File: config.mk
export PLATFORM = sky130hd
export DESIGN_NAME = wdog_bcd_timer
export DESIGN_NICKNAME = d
export VERILOG_FILES = /design/src/rtl/wdog_pkg.sv /design/src/rtl/wdog_bcd_digit.sv /design/src/rtl/wdog_regs.sv /design/src/rtl/wdog_counter.sv /design/src/rtl/wdog_bcd_timer.sv
export SDC_FILE = /design/constraint.sdc
export NUM_CORES = 1
export LEC_CHECK = 0
export BUFFER_PORTS_ARGS = -buffer_cell sky130_fd_sc_hd__buf_2
export CAP_MARGIN = 20
export CORE_ASPECT_RATIO = 1.1
export CORE_MARGIN = 2
export CORE_UTILIZATION = 33
export CTS_CLUSTER_DIAMETER = 200
export DETAILED_ROUTE_END_ITERATION = 10
export GPL_TIMING_DRIVEN = 1
export RECOVER_POWER = 25
export SLEW_MARGIN = 40
export SYNTH_ARGS = -nofsm -noshare
export SYNTH_HDL_FRONTEND = slang
export SYNTH_HIERARCHICAL = 1
export SYNTH_SLANG_ARGS = --single-unit
File: constraint.sdc
create_clock -name clk_i -period 5.5 [get_ports clk_i]
set_clock_uncertainty 0.15 [all_clocks]
set_input_delay 0 -clock clk_i [delete_from_list [all_inputs] [get_ports clk_i]]
set_output_delay 0 -clock clk_i [all_outputs]
set_load 0.02 [all_outputs]
File: src/rtl/wdog_pkg.sv
package wdog_pkg;
  localparam int DIGIT_W = 4;
  typedef logic [DIGIT_W-1:0] bcd_t;
  localparam bcd_t BCD_MAX = 4'd9;
endpackage

File: src/rtl/wdog_bcd_digit.sv
module wdog_bcd_digit
  import wdog_pkg::*;
(
  input  bcd_t d_i,
  input  logic borrow_i,
  output bcd_t d_o,
  output logic borrow_o
);
  always_comb begin
    d_o      = d_i;
    borrow_o = 1'b0;
    if (borrow_i) begin
      if (d_i == '0) begin
        d_o      = BCD_MAX;
        borrow_o = 1'b1;
      end else begin
        d_o = d_i - bcd_t'(1);
      end
    end
  end
endmodule

File: src/rtl/wdog_regs.sv
module wdog_regs #(
  parameter int REG_W    = 8,
  parameter int NUM_REGS = 2,
  parameter int SEL_W    = 1,
  localparam int TOT_W   = REG_W * NUM_REGS
) (
  input  logic             clk_i,
  input  logic             rst_ni,
  input  logic             acc_i,
  input  logic             we_i,
  input  logic [SEL_W-1:0] sel_i,
  input  logic [REG_W-1:0] wdata_i,
  output logic [REG_W-1:0] rdata_o,
  output logic [TOT_W-1:0] timeout_o,
  output logic [TOT_W-1:0] timeout_next_o
);
  logic [REG_W-1:0] regs_q [NUM_REGS];

  for (genvar r = 0; r < NUM_REGS; r++) begin : g_reg
    logic hit;
    assign hit = acc_i && we_i && (sel_i == SEL_W'(r));

    always_ff @(posedge clk_i or negedge rst_ni) begin
      if (!rst_ni)  regs_q[r] <= '0;
      else if (hit) regs_q[r] <= wdata_i;
    end

    assign timeout_o[r*REG_W +: REG_W]      = regs_q[r];
    // value the counter must load this cycle, write data included
    assign timeout_next_o[r*REG_W +: REG_W] = hit ? wdata_i : regs_q[r];
  end

  assign rdata_o = regs_q[sel_i];
endmodule

File: src/rtl/wdog_counter.sv
module wdog_counter
  import wdog_pkg::*;
#(
  parameter int NUM_DIGITS = 4,
  localparam int CNT_W     = NUM_DIGITS * DIGIT_W
) (
  input  logic             clk_i,
  input  logic             rst_ni,
  input  logic             load_i,
  input  logic [CNT_W-1:0] load_val_i,
  input  logic             tick_i,
  input  logic             enable_i,
  output logic [CNT_W-1:0] count_o,
  output logic             expire_o
);
  logic [CNT_W-1:0]  count_q, count_dec;
  logic [NUM_DIGITS:0] borrow;
  logic step;

  assign step      = tick_i && enable_i && (count_q != '0);
  assign borrow[0] = step;

  for (genvar d = 0; d < NUM_DIGITS; d++) begin : g_digit
    wdog_bcd_digit u_digit (
      .d_i      (count_q[d*DIGIT_W +: DIGIT_W]),
      .borrow_i (borrow[d]),
      .d_o      (count_dec[d*DIGIT_W +: DIGIT_W]),
      .borrow_o (borrow[d+1])
    );
  end

  always_ff @(posedge clk_i or negedge rst_ni) begin
    if (!rst_ni)     count_q <= '0;
    else if (load_i) count_q <= load_val_i;
    else if (step)   count_q <= count_dec;
  end

  assign count_o  = count_q;
  assign expire_o = step && !load_i && (count_q == CNT_W'(1));
endmodule

File: src/rtl/wdog_bcd_timer.sv
module wdog_bcd_timer #(
  parameter int NUM_DIGITS = 4,
  parameter int REG_W      = 8,
  localparam int CNT_W     = NUM_DIGITS * wdog_pkg::DIGIT_W,
  localparam int NUM_REGS  = CNT_W / REG_W,
  localparam int SEL_W     = (NUM_REGS > 1) ? $clog2(NUM_REGS) : 1
) (
  input  logic             clk_i,
  input  logic             rst_ni,
  input  logic             tick_i,
  input  logic             acc_i,
  input  logic             we_i,
  input  logic [SEL_W-1:0] sel_i,
  input  logic [REG_W-1:0] wdata_i,
  output logic [REG_W-1:0] rdata_o,
  input  logic             route_wd_i,
  input  logic             mask_wd_i,
  output logic             flag_o,
  output logic             int_o
);
  logic [CNT_W-1:0] timeout_q, timeout_next, count_q;
  logic expire, flag_q;

  wdog_regs #(.REG_W(REG_W), .NUM_REGS(NUM_REGS), .SEL_W(SEL_W)) u_regs (
    .clk_i, .rst_ni, .acc_i, .we_i, .sel_i, .wdata_i, .rdata_o,
    .timeout_o      (timeout_q),
    .timeout_next_o (timeout_next)
  );

  wdog_counter #(.NUM_DIGITS(NUM_DIGITS)) u_cnt (
    .clk_i, .rst_ni,
    .load_i     (acc_i),
    .load_val_i (timeout_next),
    .tick_i,
    .enable_i   (timeout_q != '0),
    .count_o    (count_q),
    .expire_o   (expire)
  );

  always_ff @(posedge clk_i or negedge rst_ni) begin
    if (!rst_ni)     flag_q <= 1'b0;
    else if (acc_i)  flag_q <= 1'b0;
    else if (expire) flag_q <= 1'b1;
  end

  assign flag_o = flag_q;
  assign int_o  = flag_q && route_wd_i && !mask_wd_i;
endmodule

==> summary.md <==
| Metric | Value |
|---|---|
| IO buf count | 25 |
| Final hold viol count | 0 |
| Vias post-DR | approximately 1800 |
| Failing checks | max-capacitance violations, max-slew violations |
| R2R cell count | 18 |
| Worst relative slew slack | -0.204 |
| Syn Inst Count | around 210 |
| Cell Area, Synth | 2130 sq um |
| R2R Path Start | u_regs/timeout_o[3] |
| CTS tree | yes |
| Max-slew violations | 34 |
| Worst r2r dst | u_cnt/count_o[14] |
| Crit path from | u_regs/timeout_o[3] |
| Number of diodes | 0 |
| Initial antenna violation count | 0 |
| Postcts setup bufs | 0 |
| Worst slew pin tran | approximately 1.8 ns |
| Routed WL | 5030 um |
| Critical Path End | u_cnt/count_o[14] |
| Wire per inst | about 15 um |
| Maximum vdd drop | 95.2 uV |
| Cell Rows | 30 |
| P per Cell Area | between 200 and 300 nW/um^2 |
| Layout cells sized above 1 | 0.294 |
| Critical path's largest stage delay | 0.56 ns |
| Die width | 80.6 um |
| First-pass GRT wire length | 8520 um |
| GRT Total Usage | 0.154 |
| Sequence of cells on the critical path | nor4_1, nand4_1, buf_4, nand2_1, nor2_1, nand2b_4, nor4_1, nand2b_4, nor4_1, nand2b_4, nor4_1, nand2b_4, or4b_1, nand2_1, nand4b_1, o21ai_0, o21ai_0, o211a_1 |
| Drt drc | 0 |
| Die H | 88.3 um |
| Total grt overflow | 0 |
| Setup TNS | 0 ns |
| RePlAce Congestion | 0.797 |
| Worst skew pair latency | ~0.28 ns |
| Post-route ant nets | 0 |
| Resize count post-CTS | 0 |
| Vias/cell | 5.43 |
| Vias in the first global route | about 1700 |
| Critical Path AT | 4.61 ns |
| Core area | between 6000 and 7000 sq um |
| Pleak | approximately 1.1 nW |
| TritonRoute pass-1 iters | 4 |
| Minimum clock period | 4.54 ns |
| Worst Path Required | 5.57 ns |
| Filler cells | 626 |
| Critical path fanouts, max | 15 |
| Fin nets | 260 |
| # clock sinks | 33 |
| Fmax | 220 MHz |
| Initial drt markers | between 100 and 150 |
| Unrepaired setup endpoints after global routing | no |
| Final setup violation count | 0 |
| Reg2Reg Setup Slack | about 0.96 ns |
| Largest net degree at the start of global routing | 39 |
| Syn nets | 229 |
| I/O pin total | 26 |
| Clk pin slew, worst setup/hold paths | 0.07 ns |
| CP startpoint kind | register |
| Clock buffer depth | 2 |
| P&R area growth vs syn | 16.5% |
| Num CTS Buffers | 5 |
| Dpl hpwl | 3510 um |
| Final Cell Area | 2480 sq um |
| Mapped Avg Cell Area | 10.0 sq um |
| Clk root buf | clkbuf_8 |
| Synth warnings | 6 |
| H-Tree Level Count | 2 |
| Hold Crit Class | in2reg |
| Max-Cap Viols | 1 |
| Status | complete, but fails checks |
| Die area | 7110 sq um |
| Worst setup path category | reg2reg |
| Critical path's slowest cell | nor4_1 |
| Initial Util | 0.344 |
| Area after DPL | approximately 2300 sq um |
| CP Capture Type | register |
| Crit share post-route | 0.825 |
==> final cells by class <==
cell class	count	area (sq um)	area share
Timing Repair Buffer	36	229	0.0923
Tap cell	80	100	0.0404
Sequential cell	33	826	0.333
Inverter	1	3.75	0.00151
Multi-Input combinational cell	167	1240	0.499
Clock buffer	6	72.6	0.0293
Clock inverter	2	10.0	0.00404
==> placed cells by master, fill, tap and decap left out, types with 9 or more instances in the layout <==
cell	count
dfrtp_1	33
o21ai_0	30
buf_2	24
mux2_2	24
nand2_1	23
nor2_1	13
nand4b_1	13
o211a_1	13
dlygate4sd3_1	9
nor3_1	9
==> metal layers <==
metal / wire [um] / GRT usage / vias to the layer above
met5: 0 / 0 / -
met4: 57 / 0.0462 / 0
met3: 199 / 0.0316 / 6
met2: 2420 / 0.266 / 43
met1: 2350 / 0.195 / 851
li1: - / - / 866
==> sequential cells by signal (all words and copies together) (netlist names) <==
name              cells
flag_o                1
u_cnt/count_o        16
u_regs/timeout_o     16
==> critical path: cells and delay by family, from the launching register on <==
kind                   cells  cell delay [ns]
and+or+nand+nor           14             3.34
DFF                        1             0.38
buffers and inverters      1             0.21
AOI/OAI and AO/OA          3             0.39
==> power by group <==
| part | switching, W | internal (W) |
|---|---|---|
| sequential | 0.0000538 | 0.000287 |
| combinational | 0.000111 | 0.000111 |
| clock | 0.0000893 | 0.0000877 |
| total | 0.000254 | 0.000486 |
==> metrics by stage <==
step,instances,power (W),worst slack [ns],utilization,hold slack (ns)
4_1_cts,325,0.000748,0.947,0.401,0.0566
5_1_grt,325,0.000793,0.605,0.400,0.0648
3_5_place_dp,308,0.000562,0.993,0.373,-0.0398
2_1_floorplan,213,0.000498,1.27,-,-0.446
6_report,325,0.000740,0.960,0.400,0.0594
3_3_place_gp,308,0.000560,1.05,0.373,-0.0391
==> worst min-delay path by stage <==
| stage | startpoint | to | cells past startpoint | slack, ns |
|---|---|---|---|---|
| 6_report | we_i | u_regs/timeout_o[0] | 3 | 0.06 |
| 3_3_place_gp | rst_ni | u_cnt/count_o[1] | 1 | -0.04 |
| 3_5_place_dp | rst_ni | u_cnt/count_o[1] | 1 | -0.04 |
| 2_1_floorplan | rst_ni | flag_o | 0 | -0.45 |
| 5_1_grt | we_i | u_regs/timeout_o[0] | 3 | 0.06 |
| 4_1_cts | we_i | u_regs/timeout_o[5] | 3 | 0.06 |
==> what timing repair did <==
item	in CTS	in global routing
hold buffers	9	0
endpoints found under the setup margin	0	0
hold endpoints to repair	51	0
No activity file was read; power rests on OpenSTA's default activity.
